**src/rtl/gpio_mask_pkg.sv**
```systemverilog
package gpio_mask_pkg;

    localparam int PORT_W      = 12;
    localparam int BUS_AW      = 16;
    localparam int BUS_DW      = 32;
    localparam int MASK_LSB    = 2;
    localparam int DIR_SEL_BIT = 15;

    typedef struct packed {
        logic              sel_dir;
        logic              sel_data;
        logic [PORT_W-1:0] mask;
    } access_t;

    function automatic logic [PORT_W-1:0] merge_masked(
        input logic [PORT_W-1:0] old_val,
        input logic [PORT_W-1:0] new_val,
        input logic [PORT_W-1:0] mask
    );
        return (old_val & ~mask) | (new_val & mask);
    endfunction

endpackage

```
**src/rtl/gpio_addr_decode.sv**
```systemverilog
module gpio_addr_decode
    import gpio_mask_pkg::*;
(
    input  logic [BUS_AW-1:0] addr,
    output access_t           acc
);
    always_comb begin
        acc.sel_dir  = addr[DIR_SEL_BIT];
        acc.sel_data = ~addr[DIR_SEL_BIT];
        acc.mask     = addr[MASK_LSB +: PORT_W];
    end
endmodule

```
**src/rtl/gpio_in_sync.sv**
```systemverilog
module gpio_in_sync #(
    parameter int WIDTH  = 12,
    parameter int STAGES = 2
) (
    input  logic             clk,
    input  logic             rst,
    input  logic [WIDTH-1:0] async_in,
    output logic [WIDTH-1:0] sync_out
);
    logic [WIDTH-1:0] stg [STAGES];

    for (genvar s = 0; s < STAGES; s++) begin : g_stage
        always_ff @(posedge clk) begin
            if (rst)
                stg[s] <= '0;
            else if (s == 0)
                stg[s] <= async_in;
            else
                stg[s] <= stg[(s == 0) ? 0 : s-1];
        end
    end

    assign sync_out = stg[STAGES-1];
endmodule

```
**src/rtl/gpio_port_regs.sv**
```systemverilog
module gpio_port_regs
    import gpio_mask_pkg::*;
(
    input  logic              clk,
    input  logic              rst,
    input  logic              we,
    input  access_t           acc,
    input  logic [PORT_W-1:0] wdata,
    output logic [PORT_W-1:0] out_q,
    output logic [PORT_W-1:0] dir_q
);
    always_ff @(posedge clk) begin
        if (rst) begin
            out_q <= '0;
            dir_q <= '0;
        end else if (we) begin
            if (acc.sel_data)
                out_q <= merge_masked(out_q, wdata, acc.mask);
            if (acc.sel_dir)
                dir_q <= wdata;
        end
    end
endmodule

```
**src/rtl/masked_gpio_port.sv**
```systemverilog
module masked_gpio_port
    import gpio_mask_pkg::*;
#(
    parameter int SYNC_STAGES = 2
) (
    input  logic              clk,
    input  logic              rst,
    input  logic [BUS_AW-1:0] bus_addr,
    input  logic [BUS_DW-1:0] bus_wdata,
    input  logic              bus_we,
    output logic [BUS_DW-1:0] bus_rdata,
    input  logic [PORT_W-1:0] pins_in,
    output logic [PORT_W-1:0] pins_out,
    output logic [PORT_W-1:0] pins_oe
);
    access_t           acc;
    logic [PORT_W-1:0] out_q;
    logic [PORT_W-1:0] dir_q;
    logic [PORT_W-1:0] pin_sync;
    logic [PORT_W-1:0] port_view;

    gpio_addr_decode u_dec (
        .addr (bus_addr),
        .acc  (acc)
    );

    gpio_in_sync #(.WIDTH(PORT_W), .STAGES(SYNC_STAGES)) u_sync (
        .clk      (clk),
        .rst      (rst),
        .async_in (pins_in),
        .sync_out (pin_sync)
    );

    gpio_port_regs u_regs (
        .clk   (clk),
        .rst   (rst),
        .we    (bus_we),
        .acc   (acc),
        .wdata (bus_wdata[PORT_W-1:0]),
        .out_q (out_q),
        .dir_q (dir_q)
    );

    always_comb begin
        port_view = (dir_q & out_q) | (~dir_q & pin_sync);
        bus_rdata = '0;
        if (acc.sel_dir)
            bus_rdata[PORT_W-1:0] = dir_q;
        else
            bus_rdata[PORT_W-1:0] = port_view & acc.mask;
    end

    assign pins_out = out_q;
    assign pins_oe  = dir_q;
endmodule

```
**config.mk**
```make
export PLATFORM = sky130hd
export DESIGN_NAME = masked_gpio_port
export DESIGN_NICKNAME = d
export VERILOG_FILES = /design/src/rtl/gpio_mask_pkg.sv /design/src/rtl/gpio_addr_decode.sv /design/src/rtl/gpio_in_sync.sv /design/src/rtl/gpio_port_regs.sv /design/src/rtl/masked_gpio_port.sv
export SDC_FILE = /design/constraint.sdc
export NUM_CORES = 1
export LEC_CHECK = 0
export CORE_UTILIZATION = 30
export CTS_CLUSTER_SIZE = 40
export DETAILED_ROUTE_END_ITERATION = 16
export PLACE_DENSITY = 0.71
export SKIP_CTS_REPAIR_TIMING = 1
export SLEW_MARGIN = 20
export SYNTH_ARGS = -nofsm -noshare
export SYNTH_HDL_FRONTEND = slang
export SYNTH_SLANG_ARGS = --single-unit
export TNS_END_PERCENT = 30
```
**constraint.sdc**
```tcl
create_clock -name clk -period 1 [get_ports clk]
set_input_delay 0.2 -clock clk [delete_from_list [all_inputs] [get_ports clk]]
set_output_delay 0.2 -clock clk [all_outputs]
set_load 0.01 [all_outputs]
```
# --- Word level (Yosys, flattened, before mapping) ---
# Memory sizes are Yosys's and may differ from the RTL's.
# Index checks and enable logic that the tools add are counted.
totals:
  regBits: 24
  ram_bits: 24
  in_bits: 63
  out_inout_bits: 56
  elab_cells: 23
  memories: 1
classes:
  muxes: 6
  bitwise: 12
  reduce_logical: 2
memory_table:
  columns: ["memory", "words", "word_bits", "rd", "rd_clocked_by_memory_dff", "write_ports", "line_no", "source"]
  rows:
  - ["u_sync.stg", 2, 12, 2, 0, 2, "gpio_in_sync.sv:10", "logic [WIDTH-1:0] stg [STAGES];"]
op_table:
  columns: ["operator", "n"]
  rows:
  - ["$and A12 B12 Y12", 5]
  - ["$mux W12", 3]
  - ["$not A12 Y12", 2]
  - ["$or A12 B12 Y12", 2]
  - ["$reduce_and A2 Y1", 2]
  - ["$mux W1", 3]
  - ["$or A1 B1 Y1", 2]
  - ["$not A1 Y1", 1]

# --- Longest topological paths before layout ---
depth:
  word_depth: 5
  mapped_depth: 4
  depth_no_buf: 2

# --- By module ---
# A second synthesis with hierarchy kept.
unflattened:
  cells_unflattened: 242
  area_unflattened_um2: 2479.9
modules_own_cells:
  columns: ["module", "n_inst", "cells_per_inst", "area_each_um2"]
  rows:
  - ["gpio_port_regs", 1, 119, 1248.7]
  - ["gpio_in_sync", 1, 50, 693.2]
  - ["masked_gpio_port", 1, 59, 436.7]
  - ["gpio_addr_decode", 1, 14, 101.3]

# --- Worst setup path before layout ---
# Ideal clock, no wire load.
synth_timing:
  kind: "input to output"
  startpoint: "in bus_addr[15]"
  endpoint: "out bus_rdata[10]"
  arrival_time_ps: 813
  setup_slack_ps: -13
  stages: 4
  path_buffers: 2
  cell_sequence: "buf_6 clkbuf_2 nand3b_1 mux2i_1"
synth_between:
  elab_chain_len: 1
synth_rtl:
  columns: ["element", "line_no", "source"]
  rows:
  - ["start: declaration", "masked_gpio_port.sv:8", "input logic [BUS_AW-1:0] bus_addr,"]
  - ["$mux W12", "masked_gpio_port.sv:47", "if (acc.sel_dir)"]
  - ["end: declaration", "masked_gpio_port.sv:11", "output logic [BUS_DW-1:0] bus_rdata,"]
# No other way between the ends.

==> impl_metrics.csv <==
group,metric,value,unit
outcome,outcome,"finished with violations",
outcome,violated_checks,"setup timing",
cells_and_area,area_growth_syn_to_layout,44.28,%
setup_path,worstSetupStartpointType,"flip-flop",
sta,postLayoutSetupSlackWorst,-0.2984,ns
synthesis,ys_ff_latch,48,
synthesis,synth_sequential_area_ratio,0.3922,
die,floorplan.die_area,8531,um^2
setup_path,end_kind,"output pin",
clocking,cts-htree-levels,2,
global_routing,grt_start_max_net_pins,32,
placed_design,routability_driven_placement_congestion_ratio,0.7014,
setup_path,cpLargestDelayFamily,"compound AO/OA/AOI/OAI gates",
global_routing,global_route_wire_length_before_repair,8.342,mm
drt,drt-pass1-iter-count,3,
sta,layout_min_cycle_time,1.298,ns
placed_design,quantity_of_i_o_buffers_inserted_on_ports,75,
synthesis,syn_avg_cell_area,10.65,um^2
die,pin_count,119,
sta,part_of_the_cycle_the_worst_path_needs,1.298,
cells_and_area,num_antenna_cells,0,
setup_path,worst-endpoint-required,0.80,ns
setup_path,crit_path_cell_chain,"a21o_1 -> a32o_1 -> clkbuf_2",
synthesis,synth_cell_type_count,22,
cells_and_area,filler_cell_count,764,
cells_and_area,area.sequential,994.7,um^2
global_routing,grtUsageTotal,0.1221,
cells_and_area,multi_input_comb_area,1304,um^2
clocking,cts_made_buffers,5,
setup_path,timing.critical_path.buf_inv,1,
sta,setup_tns,-4.275,ns
setup_path,largest_driver_fanout_on_the_critical_path,2,
power,vdd_ir_drop_max,482.6,uV
power,cellPowerDensity,1116,nW/um^2
die,core_area,7807,um^2
setup_path,crit_arrival,1.10,ns
clocking,clk_transition_reported_paths,0.09,ns
drt,post_drt_via_cell_ratio,4.246,
cells_and_area,leading_cell_type_in_the_layout_fill_and_taps_excluded,"sky130_fd_sc_hd__buf_4",
clocking,cts_max_path_buffers,2,
setup_path,worstReg2RegStart,"u_regs.dir_q[2]",
clocking,cts_tree,"done",
clocking,numClockSinks,48,
cells_and_area,fin_nets,404,
drt,drt-initial-drc-count,26,
synthesis,syn-cell-area,2450,um^2
sta,achievable_freq,0.7702,GHz
drt,wire_per_inst,10.93,um
hold_path,hp-class,"primary input to flip-flop",
global_routing,grt_antenna_before_repair,0,
die,std_cell_rows,32,
cells_and_area,post_route_cells_drive_above_1_share,0.4457,
setup_path,cp_slowest_cell,"sky130_fd_sc_hd__dfxtp_2",
die,chip_width,92.37,um
global_routing,number_of_global_route_vias_before_repair,1945,
setup_path,biggest_cell_delay_along_the_critical_path,0.33,ns
global_routing,globalRouteOverflowTotal,0,
sta,final_hold_viol_count,0,
clocking,clock_latency,0.29,ns
die,initial_core_util,0.3138,
drt,detail_route.wirelength,4.841,mm
synthesis,synth_cells,230,
sta,worst_hold_margin,0.3024,ns
setup_path,critical_path_type,"flip-flop to output pin",
drt,detail-route-antenna-nets,0,
cells_and_area,layout.cells.most_common_list,"sky130_fd_sc_hd__buf_4 (40), sky130_fd_sc_hd__dfxtp_2 (27), sky130_fd_sc_hd__clkbuf_2 (26)",
synthesis,yosysWarnings,0,
run,maxCapViolCount,0,
placed_design,dp.final_hpwl,3.614,mm
sta,timing.final.setup_violations,36,
drt,via_count,1881,
sta,setup_repair_after_global_routing_missed_its_margin,"yes",
hold_path,hp-start,"rst",
clocking,ctsRootBufferMaster,"sky130_fd_sc_hd__clkbuf_8",
die,chip_height,92.37,um
sta,slew_violations,0,
sta,skew,0.0004327,ns
power,power.leakage,0.001817,uW
drt,drc,0,
## final cells by class
cell class	instances	share of cell area
clock buffer	6	0.02053
clock inverter	1	0.001416
multi-input combinational	164	0.3688
sequential	48	0.2814
tap	102	0.03611
timing repair buffer	122	0.2917
## through the flow
step	worst slack (ns)	utilization	power, uW	instances	cell area, um^2
6_report	-0.2984	0.4527	3946	443	3535
5_1_grt	-0.3665	0.4527	4179	443	3535
4_1_cts	-0.7528	0.4644	4076	443	3626
3_5_place_dp	-0.7511	0.4545	2952	436	3548
3_3_place_gp	-0.7423	0.4545	2941	436	3548
2_1_floorplan	-0.001271	-	2554	249	2564
## power by group
group          switching (uW)  total [uW]  leakage (uW)  internal [uW]
combinational             342         810       0.00137            468
clock                     619        1100     0.0000410            477
sequential               37.3        2040      0.000406           2000
## worst register-to-register path, delay by kind of cell, from the launching register on
family                 cells  cell delay (ns)
AOI/OAI and AO/OA          2             0.34
DFF                        1             0.35
buffers and inverters      1             0.11
## logic make-up after synthesis
| family | share of synthesized area |
|---|---|
| buffers and inverters | 0.1200 |
| muxes | 0.08172 |
| other | 0.001531 |
| DFF | 0.3922 |
| and+or+nand+nor | 0.2768 |
| AOI/OAI and AO/OA | 0.1277 |
## per-layer routing
layer	GRT usage	vias to the layer above	routed length, um
li1	-	955	-
met2	0.2154	61	2327
met3	0.03448	6	300
met5	0	-	0
met4	0.03646	0	59
met1	0.1426	859	2153
## synthesized netlist by cell type (all sizes together)
library cell	instances	area, um^2
nor2	4	15.01
a32o	4	40.04
mux2i	20	200.2
nand3b	20	300.3
nand2b	24	150.1
a21o	4	30.03
a21bo	12	120.1
clkbuf	6	25.02
dfxtp	48	960.9
nor2b	22	137.6
conb	1	3.750
and2b	2	15.01
buf	31	269.0
a21oi	20	122.6
nand3	12	60.06
## final timing paths
check                                         to  slack [ns]  cells past startpoint
worst max-delay path                bus_rdata[9]       -0.30                      3
worst min-delay path             u_regs.dir_q[8]        0.30                      3
worst max register to register   u_regs.dir_q[2]        0.14                      3
worst min register to register  u_sync.stg[1][3]        0.44                      1
Note: power is estimated with default switching activity, not from simulation.
